[src/rtl/cwa_pkg.sv]
package cwa_pkg;
  function automatic int ceil_div(input int a, input int b);
    return (a + b - 1) / b;
  endfunction

  function automatic int cnt_width(input int n);
    return (n > 1) ? $clog2(n) : 1;
  endfunction
endpackage

[src/rtl/cwa_count.sv]
module cwa_count #(
  parameter int BEATS = 4,
  localparam int CW = cwa_pkg::cnt_width(BEATS)
) (
  input  logic          clk,
  input  logic          rst_n,
  input  logic          take,
  output logic [CW-1:0] beat,
  output logic          last
);
  localparam logic [CW-1:0] LAST_B = CW'(BEATS - 1);

  assign last = (beat == LAST_B);

  always_ff @(posedge clk or negedge rst_n) begin
    if (!rst_n)     beat <= '0;
    else if (take)  beat <= last ? '0 : beat + 1'b1;
  end

  AST_BEAT_RANGE: assert property (@(posedge clk) disable iff (!rst_n)
    beat <= LAST_B);
  AST_BEAT_FROZEN: assert property (@(posedge clk) disable iff (!rst_n)
    !take |=> $stable(beat));
endmodule

[src/rtl/cwa_lane.sv]
module cwa_lane #(
  parameter int PAR   = 4,
  parameter int N     = 14,
  parameter int M     = 4,
  parameter int BEATS = 4,
  localparam int CW   = cwa_pkg::cnt_width(BEATS),
  localparam int STG  = (BEATS - 1) * PAR
) (
  input  logic           clk,
  input  logic           rst_n,
  input  logic           take,
  input  logic [CW-1:0]  beat,
  input  logic [PAR*M-1:0] sym_in,
  input  logic [PAR-1:0] era_in,
  output logic [N*M-1:0] word_out,
  output logic [N-1:0]   mask_out
);
  logic [PAR*M-1:0] clean;

  for (genvar l = 0; l < PAR; l++) begin : g_mask
    assign clean[l*M +: M] = era_in[l] ? '0 : sym_in[l*M +: M];
  end

  if (BEATS > 1) begin : g_stage
    logic [STG*M-1:0] stg_d;
    logic [STG-1:0]   stg_e;
    for (genvar k = 0; k < BEATS - 1; k++) begin : g_beat
      always_ff @(posedge clk or negedge rst_n) begin
        if (!rst_n) begin
          stg_d[k*PAR*M +: PAR*M] <= '0;
          stg_e[k*PAR +: PAR]     <= '0;
        end else if (take && beat == CW'(k)) begin
          stg_d[k*PAR*M +: PAR*M] <= clean;
          stg_e[k*PAR +: PAR]     <= era_in;
        end
      end
    end
    for (genvar j = 0; j < N; j++) begin : g_pos
      if (j < STG) begin : g_old
        assign word_out[j*M +: M] = stg_d[j*M +: M];
        assign mask_out[j]        = stg_e[j];
      end else begin : g_new
        assign word_out[j*M +: M] = clean[(j-STG)*M +: M];
        assign mask_out[j]        = era_in[j-STG];
      end
    end
  end else begin : g_direct
    for (genvar j = 0; j < N; j++) begin : g_pos
      assign word_out[j*M +: M] = clean[j*M +: M];
      assign mask_out[j]        = era_in[j];
    end
  end
endmodule

[src/rtl/cwa_outreg.sv]
module cwa_outreg #(
  parameter int SYMS = 28,
  parameter int M    = 4
) (
  input  logic              clk,
  input  logic              rst_n,
  input  logic              load,
  input  logic [SYMS*M-1:0] d_in,
  input  logic [SYMS-1:0]   e_in,
  input  logic              out_ready,
  output logic              out_valid,
  output logic [SYMS*M-1:0] out_data,
  output logic [SYMS-1:0]   out_era
);
  always_ff @(posedge clk or negedge rst_n) begin
    if (!rst_n) begin
      out_valid <= 1'b0;
      out_data  <= '0;
      out_era   <= '0;
    end else if (load) begin
      out_valid <= 1'b1;
      out_data  <= d_in;
      out_era   <= e_in;
    end else if (out_ready) begin
      out_valid <= 1'b0;
    end
  end

  AST_NO_OVERFLOW: assert property (@(posedge clk) disable iff (!rst_n)
    load |-> (!out_valid || out_ready));
  AST_STALL_HOLD: assert property (@(posedge clk) disable iff (!rst_n)
    (out_valid && !out_ready) |=> (out_valid && $stable(out_data) && $stable(out_era)));

  for (genvar i = 0; i < SYMS; i++) begin : g_chk
    AST_ERASED_ZERO: assert property (@(posedge clk) disable iff (!rst_n)
      (out_valid && out_era[i]) |-> (out_data[i*M +: M] == '0));
  end
endmodule

[src/rtl/cw_assembler.sv]
module cw_assembler #(
  parameter int C   = 2,
  parameter int PAR = 4,
  parameter int N   = 14,
  parameter int M   = 4,
  localparam int BEATS = cwa_pkg::ceil_div(N, PAR),
  localparam int CW    = cwa_pkg::cnt_width(BEATS)
) (
  input  logic               clk,
  input  logic               rst_n,
  input  logic               in_valid,
  output logic               in_ready,
  input  logic [C*PAR*M-1:0] in_data,
  input  logic [C*PAR-1:0]   in_era,
  output logic               out_valid,
  input  logic               out_ready,
  output logic [C*N*M-1:0]   out_data,
  output logic [C*N-1:0]     out_era
);
  logic          take;
  logic          last;
  logic [CW-1:0] beat;
  logic [C*N*M-1:0] word_all;
  logic [C*N-1:0]   mask_all;

  assign in_ready = !out_valid || out_ready;
  assign take     = in_valid && in_ready;

  cwa_count #(.BEATS(BEATS)) u_count (
    .clk(clk), .rst_n(rst_n), .take(take), .beat(beat), .last(last)
  );

  for (genvar c = 0; c < C; c++) begin : g_ch
    cwa_lane #(.PAR(PAR), .N(N), .M(M), .BEATS(BEATS)) u_lane (
      .clk(clk), .rst_n(rst_n), .take(take), .beat(beat),
      .sym_in(in_data[c*PAR*M +: PAR*M]),
      .era_in(in_era[c*PAR +: PAR]),
      .word_out(word_all[c*N*M +: N*M]),
      .mask_out(mask_all[c*N +: N])
    );
  end

  cwa_outreg #(.SYMS(C*N), .M(M)) u_out (
    .clk(clk), .rst_n(rst_n), .load(take && last),
    .d_in(word_all), .e_in(mask_all), .out_ready(out_ready),
    .out_valid(out_valid), .out_data(out_data), .out_era(out_era)
  );
endmodule

[config.mk]
export PLATFORM = sky130hd
export DESIGN_NAME = cw_assembler
export DESIGN_NICKNAME = d
export VERILOG_FILES = /design/src/rtl/cwa_pkg.sv /design/src/rtl/cwa_count.sv /design/src/rtl/cwa_lane.sv /design/src/rtl/cwa_outreg.sv /design/src/rtl/cw_assembler.sv
export SDC_FILE = /design/constraint.sdc
export NUM_CORES = 1
export LEC_CHECK = 0
export BUFFER_PORTS_ARGS = -buffer_cell sky130_fd_sc_hd__clkbuf_2
export CAP_MARGIN = 20
export CORE_UTILIZATION = 56
export CTS_BUF_LIST = sky130_fd_sc_hd__clkbuf_16
export DETAILED_ROUTE_END_ITERATION = 8
export GPL_ROUTABILITY_DRIVEN = 0
export GPL_TIMING_DRIVEN = 0
export PLACE_DENSITY = 0.92
export REMOVE_ABC_BUFFERS = 1
export SYNTH_ARGS = -nofsm -noshare
export SYNTH_HDL_FRONTEND = slang
export SYNTH_SLANG_ARGS = --single-unit
export TNS_END_PERCENT = 100
[constraint.sdc]
create_clock -name clk -period 2.25 [get_ports clk]
set_input_delay 0 -clock clk [delete_from_list [all_inputs] [get_ports clk]]
set_output_delay 0 -clock clk [all_outputs]
set_load 0.1 [all_outputs]
== Word level (Yosys, flattened, before mapping) ==
Cells that the tools add are included.
Storage, ports and cells
  register bits after elaboration: 263
  output and inout bits: 142
Operators by class
  add/subtract/negate cells: 1
  mux-type cells: 11
  reduce and logical (&&, ||, !) cells: 9
  equality and inequality tests: 3
Operators by type and width (number)
  4-bit two-way mux: 8
  1-bit logical AND: 5
  2-bit == test (second input constant): 2
  2-bit by 1-bit adder with 2-bit output (second input constant): 1
  2-bit by 1-bit == test with 1-bit output (second input constant): 1
  2-bit zero test: 1
  1-bit two-way mux: 2
  2-bit two-way mux: 1
  2-bit nonzero test: 1
  1-bit zero test: 1
  1-bit logical OR: 1

== Logic depth before layout (Yosys ltp) ==
Gate-level depths: netlist (run 1).
  word-level depth: 5
  depth in mapped cells: 7
  mapped depth without buffers: 4

== Modules after synthesis ==
Synthesis (run 1) repeated with hierarchy kept, for this count alone.
Unflattened totals
  cells, all modules: 618
  area, all modules: 10592.7 µm²
Modules (own cells, without submodules)
  cwa_outreg: instances 1, area an instance 5602.9 µm², seq. area each 3528.4 µm², cells each 299
  cwa_lane: instances 2, area an instance 2434.8 µm², seq. area each 1501.4 µm², cells each 155
  cwa_count: instances 1, area an instance 93.8 µm², seq. area each 50.0 µm², cells each 6
  cw_assembler: instances 1, area an instance 26.3 µm², seq. area each 0.0 µm², cells each 3

== Worst setup path after synthesis (run 1) ==
Ideal clock, no wire load.
  kind: register to register
  start: reg u_out.out_valid
  end: reg u_out.out_data[100]
  data required time: 2.124 ns
  arrival time: 2.107 ns
  buffers on the path: 4
  stages on the path, launching flop included: 8
  setup time: 0.126 ns
  path slack: 0.017 ns
  path through: dfrtp_1 -> nand2b_4 -> buf_6 -> and3_4 -> buf_6 -> buf_12 -> buf_12 -> mux2_4
On the way
  word-level cells in the longest chain between the ends: 4
RTL lines
  start: declaration: RTL line cwa_outreg.sv:11  | output logic out_valid,
  start signal: assignment: RTL line cwa_outreg.sv:17  | out_valid <= 1'b0;
  start signal: assignment: RTL line cwa_outreg.sv:21  | out_valid <= 1'b1;
  start signal: assignment: RTL line cwa_outreg.sv:25  | out_valid <= 1'b0;
  1-bit zero test: RTL line cw_assembler.sv:26  | assign in_ready = !out_valid || out_ready;
  1-bit logical OR: RTL line cw_assembler.sv:26
  net in_ready: RTL line cw_assembler.sv:12  | output logic in_ready,
  1-bit logical AND: RTL line cw_assembler.sv:27  | assign take = in_valid && in_ready;
  1-bit logical AND: RTL line cw_assembler.sv:44  | .clk(clk), .rst_n(rst_n), .load(take && last),
  end signal: assignment: RTL line cwa_outreg.sv:22  | out_data <= d_in;
  end: declaration: RTL line cwa_outreg.sv:12  | output logic [SYMS*M-1:0] out_data,
The timed path passes the listed nets, and every way through them passes these cells.
A chain may end at the register's enable or synchronous reset.

== Worst setup path in the final report (run 1) ==
  start: reg u_count.beat[0]
  end: reg g_ch[1].u_lane.g_stage.stg_d[2]
On the way
  word-level cells in the longest chain between the ends: 2
RTL lines
  start: declaration: RTL line cwa_count.sv:8  | output logic [CW-1:0] beat,
  start signal: assignment: RTL line cwa_count.sv:17  | else if (take) beat <= last ? '0 : beat + 1'b1;
  2-bit zero test: RTL line cwa_lane.sv:32  | end else if (take && beat == CW'(k)) begin
  1-bit logical AND: RTL line cwa_lane.sv:32
  end signal: indexed assignment: RTL line cwa_lane.sv:33  | stg_d[k*PAR*M +: PAR*M] <= clean;
  end: declaration: RTL line cwa_lane.sv:25  | logic [STG*M-1:0] stg_d;
No other way between the ends.

==> flow_metrics.tcl, run 1 <==
set metrics [dict create \
    status "complete, but fails checks" \
    violations "design-rule violations" \
    fin_nets 872 \
    grt_max_degree 75 \
    synthAdderAreaFrac_pct 0.479 \
    initial_core_util_pct 57.6 \
    synthCells 604 \
    yosys_most_used_dff "dfrtp_1" \
    synth_top_family_by_area "multiplexers" \
    criticalPathCategory "register to register" \
    num-fill-cells 1150 \
    yosysSeqAreaShare_pct 63.0 \
    ys_types 16 \
    antenna_found_initial 0 \
    multi_input_area_sq_mm 0.00357 \
    synth_async_sr_flop_share_pct 100 \
    relSlewSlack_pct 41.1 \
    dieArea_sq_mm 0.0192 \
    dp_hpwl_um 12700 \
    synth_compound_area_share_pct 0 \
    max_slew.worst_pin.slew_ps 883 \
    max_cap_violations 0 \
    clockRootBuffer "clkbuf_16" \
    first_pass_iters 9 \
    rows 49 \
    final_cells 1072 \
    drc 11 \
    ys.warnings.count 0 \
    wire_per_inst_um 18.7 \
    ctsResizeCount 0 \
    synth-simple-area-share_pct 2.49 \
    critPathLaunchType "register" \
    synth_top_area_share_pct 63.0 \
    fin_skew_ps 6.49 \
    ant_nets 0 \
    required_ps 2640 \
    grt_pass1_wl_um 33100 \
    end_kind "register" \
    core_sq_mm 0.0181 \
    synth.largest_area_cell "dfrtp_1" \
    drive_gt1_share_pct 59.0 \
    cts.sinks 263 \
    avgSynthCellArea_sq_um 17.3 \
    yosys.area_share.xor_xnor_pct 0 \
    area_growth_pct 21.7 \
    hold_viol 0 \
    synth_mux_area_share_pct 31.1 \
    fp.dieH_um 139 \
    synthTopCellsByArea "dfrtp_1 (63%), mux2_2 (20%), mux2_4 (11%), nor2b_1 (1.9%), buf_12 (1.7%)" \
    dieWidth_um 139 \
    vias 5650 \
    fin_crit_sh_pct 90.0 \
    wl_um 20000 \
    insertedDiodeCount 0 \
    hold_ws_ps 5.13 \
    cts_buffer_depth 3 \
    seq_area_sq_mm 0.00658 \
    clkTransAtPathRegs_ps 60 \
    h-tree-depth 1 \
    first_iter_violations 172 \
    port_buffers 185 \
    clk_latency_ps 520 \
    grt_pass1_vias 6337 \
    synth_edf_count 0 \
    hold_class "input port to asynchronous set/reset pin" \
    cts_tree "yes" \
    crit_arrival_ps 2420 \
    dp.cells 994 \
    rsz0062_at_grt "false" \
    cts_buffers 27 \
    synth_seq_cells 263 \
    finalCriticalPeriod_ps 2030 \
    io_pins 186 \
    grt_use_total_pct 21.5 \
    max_freq_mhz 494 \
    viasPerCell 5.27 \
    setup-violations-final 0 \
    synth_area_sq_mm 0.0105 \
    overflow 0 \
    report.final.slew_viol_count 0 \
    cp_max_fo 21 \
]
flip-flops by register name, indices dropped and copies added, names as in the netlist:
signal / count
u_out.out_data: 112
g_ch.u_lane.word_out: 96
u_count.beat: 2
u_out.out_valid: 1
g_ch.u_lane.mask_out: 24
u_out.out_era: 28
what timing repair did:
item                      4_1_cts  5_1_grt
hold buffers                   30        0
buffers inserted                0        0
hold endpoints to repair      280        0
worst paths after layout:
check                                                  from                           to  slack (ps)  cells after the start
worst max register to register              u_count.beat[0]   g_ch[1].u_lane.word_out[2]         220                      5
worst min register to register  g_ch[0].u_lane.word_out[31]           u_out.out_data[31]         500                      1
max in group asynchronous                             rst_n            u_out.out_data[6]        1190                      4
worst max-delay path                        u_count.beat[0]   g_ch[1].u_lane.word_out[2]         220                      5
min in group clk                                 in_data[1]  g_ch[0].u_lane.word_out[17]          10                      3
worst min-delay path                                  rst_n          u_out.out_data[107]           5                      2
cell usage after synthesis, types with 2 or more instances:
cell,n
and3_1,3
buf_12,9
buf_2,18
buf_6,2
clkbuf_1,3
dfrtp_1,263
ha_1,4
inv_1,2
mux2_2,182
mux2_4,80
nand2_1,2
nor2b_1,32
area by class of cell:
class                           instances  share of cell area [%]
Sequential cell                       263                    51.7
Multi-Input combinational cell        307                    28.1
Timing Repair Buffer                  223                    11.3
Clock buffer                           27                    5.31
Tap cell                              229                    2.25
Clock inverter                         21                    1.30
Inverter                                2                  0.0590
critical path, stage by stage, from the launching register on:
cell,delay (ps)
dfrtp_1,420
inv_1,100
ha_1,140
and3_2,600
buf_16,250
mux2_2,370
kinds of logic after synthesis:
| group | after synthesis |
|---|---|
| buffers and inverters | 34 |
| DFF | 263 |
| muxes | 262 |
| adders and majority gates | 4 |
| and+or+nand+nor | 41 |
cell usage in the layout, fill, tap and decap left out, drive strengths merged:
cell type,count
dfrtp,263
nor2b,32
nand2b,1
nand2,2
mux2,262
and3,4
bufinv,3
ha,4
clkinv,13
inv,7
nor2,1
nand3,1
buf,8
clkbuf,212
dlygate4sd3,30
routing by layer:
| layer | part of all wire, % | track usage (%) | up-vias |
|---|---|---|---|
| met1 | 42 | 27.3 | 2909 |
| li1 | - | - | 2552 |
| met2 | 50 | 37.5 | 152 |
| met3 | 5.3 | 4.56 | 37 |
| met5 | 0 | 0 | - |
| met4 | 2.2 | 6.37 | 0 |
metrics by stage:
stage	utilization [%]	instance area (sq um)	setup slack, ps	setup TNS, ps
floorplan	-	10100	-818	-168600
global placement	62.6	11400	-4010	-1196620
detailed placement	63.8	11600	260	0
CTS	70.1	12700	231	0
global route	70.1	12700	104	0
finish	70.1	12700	224	0
Power of run 1 is not shown: default switching activity piles up to over one toggle a cycle in this logic, so the estimate is an artifact.
==> inputs of run 2 (changes only) <==
--- a/config.mk
+++ b/config.mk
@@ -7,12 +7,12 @@
 export LEC_CHECK = 0
 export BUFFER_PORTS_ARGS = -buffer_cell sky130_fd_sc_hd__clkbuf_2
 export CAP_MARGIN = 20
-export CORE_UTILIZATION = 56
+export CORE_UTILIZATION = 50
 export CTS_BUF_LIST = sky130_fd_sc_hd__clkbuf_16
 export DETAILED_ROUTE_END_ITERATION = 8
 export GPL_ROUTABILITY_DRIVEN = 0
 export GPL_TIMING_DRIVEN = 0
-export PLACE_DENSITY = 0.92
+export PLACE_DENSITY = 0.87
 export REMOVE_ABC_BUFFERS = 1
 export SYNTH_ARGS = -nofsm -noshare
 export SYNTH_HDL_FRONTEND = slang
==> constraint.sdc (replaced) <==
create_clock -name clk -period 1.65 [get_ports clk]
set_input_delay 0 -clock clk [delete_from_list [all_inputs] [get_ports clk]]
set_output_delay 0 -clock clk [all_outputs]
set_load 0.1 [all_outputs]
==> run 2 against run 1 <==
The flow finishes with violations (negative setup slack). Worst setup slack got worse by 320 ps. Global-route usage fell by 0.87 points. Via count rose by 5.3%. Critical path type unchanged.
==> flow_metrics.tcl, run 2 (same netlist as run 1, synthesis figures left out) <==
set metrics [dict create \
    status "complete, but fails checks" \
    violations "negative setup slack" \
    finalCriticalPeriod_ps 1750 \
    cts_tree "yes" \
    regMostFlops "u_out.out_data" \
    mostFrequentLayoutCells "dfrtp_1 (263), clkbuf_2 (184), mux2_4 (177)" \
    crit_path_top_delay_cell "dfrtp_1" \
    critPathTopFamily "flip-flops" \
    rsz0062_at_grt "true" \
    hold_class "input port to asynchronous set/reset pin" \
    setup-violations-final 175 \
    wl_um 24500 \
    clk_latency_ps 520 \
    max_stage_delay_ps 400 \
    relSlewSlack_pct 61.9 \
    required_ps 2050 \
    grt_use_total_pct 20.7 \
    overflow 0 \
    max_cap_violations 0 \
    initial_core_util_pct 51.3 \
    report.final.slew_viol_count 0 \
    layout_commonest_cell "dfrtp_1" \
    met1_usage_pct 27.5 \
    antenna_found_initial 0 \
    fin_crit_sh_pct 106 \
    crit_chain "ha_2, and3_4, buf_4, buf_16, mux2_2" \
    cp_num_buf_inv 2 \
    first_pass_iters 4 \
    cp_max_fo 25 \
    grt_max_degree 113 \
    dieArea_sq_mm 0.0215 \
    end_kind "register" \
    fin_nets 903 \
    ant_nets 0 \
    dieWidth_um 147 \
    max_freq_mhz 572 \
    cts.sinks 263 \
    fin_skew_ps 6.50 \
    core_sq_mm 0.0204 \
    clockRootBuffer "clkbuf_16" \
    insertedDiodeCount 0 \
    dp.cells 1035 \
    io_pins 186 \
    cts_buffer_depth 3 \
    max_slew.worst_pin.slew_ps 571 \
    first_iter_violations 158 \
    cts_buffers 27 \
    num-fill-cells 1317 \
    largest_register_ffs 112 \
    dp_hpwl_um 12800 \
    grt_pass1_wl_um 35000 \
    grt.met3_usage_pct 4.09 \
    criticalPathCategory "register to register" \
    groute.layer.met2.usage_pct 34.9 \
    clkTransAtPathRegs_ps 60 \
    viasPerCell 5.20 \
    grt.busiest_layer "met2" \
    rows 52 \
    h-tree-depth 1 \
    critPathLaunchType "register" \
    fp.dieH_um 147 \
    drive_gt1_share_pct 60.9 \
    wire_per_inst_um 21.5 \
    area_growth_pct 31.4 \
    vias 5950 \
    crit_arrival_ps 2150 \
    fin_ws_ps -98.6 \
    grt_pass1_vias 6187 \
    hold_viol 0 \
    final_cells 1144 \
    port_buffers 185 \
    drc 0 \
]
run 2: per-layer routing:
| metal | share of wire, % | up-vias |
|---|---|---|
| met3 | 4.2 | 35 |
| met5 | 0 | - |
| met1 | 44 | 3146 |
| met4 | 1.8 | 0 |
| met2 | 50 | 153 |
| li1 | - | 2616 |
run 2: timing repair:
item,CTS,global route
setup endpoints to repair,237,222
gates cloned,5,10
setup buffers,8,5
pin swaps,2,0
hold endpoints to repair,364,0
gates resized for setup,20,98
hold buffers,34,0
run 2: final cells by class:
cell class | instances | area (sq um) | share of cell area [%]
flip-flops and latches | 263 | 6580 | 47.9
multi-input cells | 308 | 3990 | 29.0
repair buffers | 253 | 1970 | 14.3
clock buffers | 27 | 676 | 4.92
well taps | 270 | 338 | 2.46
clock inverters | 21 | 178 | 1.29
inverters | 2 | 10.0 | 0.0729
run 2: final timing paths:
| path | start | end | slack, ps | cells after the start |
|---|---|---|---|---|
| min in group clk | in_data[19] | g_ch[1].u_lane.word_out[35] | 30 | 3 |
| max in group asynchronous | rst_n | u_out.out_data[9] | 720 | 3 |
| setup reg to reg | u_count.beat[0] | u_out.out_data[29] | -100 | 5 |
| setup / recovery | u_count.beat[0] | u_out.out_data[29] | -100 | 5 |
| hold / removal | rst_n | u_out.out_data[110] | 20 | 2 |
| hold reg to reg | g_ch[1].u_lane.mask_out[6] | u_out.out_era[20] | 500 | 1 |
run 2: per-stage QoR:
step	utilization [%]	worst slack (ps)	TNS, ps	hold WS, ps	area [sq um]
after detailed placement	57.1	-367	-50250	-2.31	11600
after global routing	67.5	-139	-16540	16.3	13700
after CTS	64.5	-94.9	-7490	5.57	13100
after floorplan	-	-1420	-325880	-296	10100
after global placement	56.0	-4650	-1528950	310	11400
final	67.5	-98.6	-7300	18.4	13700
Power of run 2 is left out for the same reason.
==> inputs of run 3 (changes only) <==
--- a/config.mk
+++ b/config.mk
@@ -7,12 +7,12 @@
 export LEC_CHECK = 0
 export BUFFER_PORTS_ARGS = -buffer_cell sky130_fd_sc_hd__clkbuf_2
 export CAP_MARGIN = 20
-export CORE_UTILIZATION = 50
+export CORE_UTILIZATION = 56
 export CTS_BUF_LIST = sky130_fd_sc_hd__clkbuf_16
 export DETAILED_ROUTE_END_ITERATION = 8
 export GPL_ROUTABILITY_DRIVEN = 0
 export GPL_TIMING_DRIVEN = 0
-export PLACE_DENSITY = 0.87
+export PLACE_DENSITY = 0.92
 export REMOVE_ABC_BUFFERS = 1
 export SYNTH_ARGS = -nofsm -noshare
 export SYNTH_HDL_FRONTEND = slang
==> constraint.sdc (replaced) <==
create_clock -name clk -period 1.8 [get_ports clk]
set_input_delay 0 -clock clk [delete_from_list [all_inputs] [get_ports clk]]
set_output_delay 0 -clock clk [all_outputs]
set_load 0.1 [all_outputs]
==> run 3 against run 2 <==
The flow finishes with violations (design-rule violations). Routed wire length down 13%. Cell area down 6.2%. Global-route usage up 1.1 points. Non-clock buffer count down 22. Worst setup slack better by 150 ps. Clock-buffer cell count unchanged. Sequential share of layout area up 3.2 points. Fmax up 0.20%.
==> flow_metrics.tcl, run 3 (same netlist as run 1, synthesis figures left out) <==
set metrics [dict create \
    grt_use_total_pct 21.8 \
    cts_buffers 27 \
    clockRootBuffer "clkbuf_16" \
    cts.sinks 263 \
    r2r-start "u_out.out_valid" \
    crit_path_top_delay_cell "dfrtp_1" \
    first_iter_violations 179 \
    final_cells 1082 \
    wl_um 21200 \
    ant_nets 0 \
    status "complete, but fails checks" \
    grt_pass1_wl_um 33500 \
    fp.dieH_um 139 \
    ff2ff_path_depth 4 \
    dp_hpwl_um 12700 \
    io_pins 186 \
    fin_crit_sh_pct 96.9 \
    initial_core_util_pct 57.6 \
    r2r-end "u_out.out_data[28]" \
    max_cap_violations 0 \
    crit_end "u_out.out_data[28]" \
    grt_max_degree 75 \
    critPathLaunchType "register" \
    largest_register_ffs 112 \
    cts_tree "yes" \
    setup-violations-final 0 \
    max_slew.worst_pin.slew_ps 586 \
    crit_cells 4 \
    max_freq_mhz 573 \
    layout_commonest_cell "dfrtp_1" \
    drive_gt1_share_pct 59.9 \
    num-fill-cells 1111 \
    clkTransAtPathRegs_ps 60 \
    crit_chain "nand2b_4, and3_4, buf_16, mux2_2" \
    required_ps 2200 \
    h-tree-depth 1 \
    drc 11 \
    end_kind "register" \
    mostFrequentLayoutCells "dfrtp_1 (262), clkbuf_2 (184), mux2_2 (182)" \
    port_buffers 185 \
    crit_arrival_ps 2140 \
    criticalPathCategory "register to register" \
    relSlewSlack_pct 61.1 \
    grt_pass1_vias 6321 \
    report.final.slew_viol_count 0 \
    hold_class "input port to register" \
    insertedDiodeCount 0 \
    dieArea_sq_mm 0.0192 \
    cp_num_buf_inv 1 \
    max_stage_delay_ps 410 \
    area_growth_pct 23.3 \
    cp-startpoint "u_out.out_valid" \
    violations "design-rule violations" \
    fin_skew_ps 5.77 \
    cp_max_fo 48 \
    hold_viol 0 \
    viasPerCell 5.31 \
    overflow 0 \
    rsz0062_at_grt "false" \
    dieWidth_um 139 \
    wire_per_inst_um 19.6 \
    r2r_slack_ps 50 \
    fin_nets 882 \
    antenna_found_initial 0 \
    hold_depth 3 \
    vias 5741 \
    critPathTopFamily "simple AND/OR/NAND/NOR gates" \
    finalCriticalPeriod_ps 1750 \
    regMostFlops "u_out.out_data" \
    cts_buffer_depth 3 \
    dp.cells 994 \
    core_sq_mm 0.0181 \
    rows 49 \
    first_pass_iters 8 \
    clk_latency_ps 520 \
]
run 3: layout make-up:
type | count | area, sq um | share of cell area [%]
clock buffer | 27 | 676 | 5.24
clock inverter | 21 | 165 | 1.28
inverter | 2 | 7.51 | 0.0582
multi-input combinational | 309 | 3620 | 28.1
sequential | 263 | 6580 | 51.1
tap | 229 | 287 | 2.22
timing repair buffer | 231 | 1560 | 12.1
run 3: per-layer routing:
metal / GRT usage, % / vias up / share of wire [%]
met3: 4.59 / 38 / 5.7
li1: - / 2575 / -
met2: 37.4 / 153 / 49
met4: 5.91 / 0 / 2.2
met1: 28.3 / 2975 / 43
met5: 0 / - / 0
run 3: metrics by stage:
| step | util (%) | setup TNS (ps) | instance area (sq um) | worst slack (ps) | hold slack, ps |
|---|---|---|---|---|---|
| finish | 71.0 | 0 | 12900 | 54.9 | 1.30 |
| detailed placement | 63.8 | -21150 | 11600 | -190 | -15.6 |
| CTS | 70.6 | -38.6 | 12800 | -10.1 | -113 |
| global placement | 62.6 | -1432400 | 11400 | -4460 | 311 |
| floorplan | - | -286430 | 10100 | -1270 | -296 |
| global route | 71.0 | 0 | 12900 | 4.12 | 14.1 |
run 3: what timing repair did:
item	in CTS	in global routing
setup buffers	4	2
gates cloned	1	3
pin swaps	1	2
resized for setup	6	3
setup endpoints to repair	194	138
endpoints found under the hold margin	280	4
hold buffers	29	1
run 3: tightest hold or removal path, stage by stage:
cell,delay (ps)
clkbuf_2,70
nor2b_1,220
mux2_2,190
run 3: how the worst min path moves through the flow:
stage                     startpoint                           to  slack, ps
after floorplan                rst_n   g_ch[0].u_lane.mask_out[0]       -300
after global placement     out_ready              u_out.out_valid        310
after detailed placement       rst_n          u_out.out_data[109]        -20
after CTS                  in_era[5]   g_ch[1].u_lane.mask_out[5]       -110
after global routing      in_data[1]           u_out.out_data[49]         10
final                     in_data[1]  g_ch[0].u_lane.word_out[17]          1
Power of run 3 is left out for the same reason.
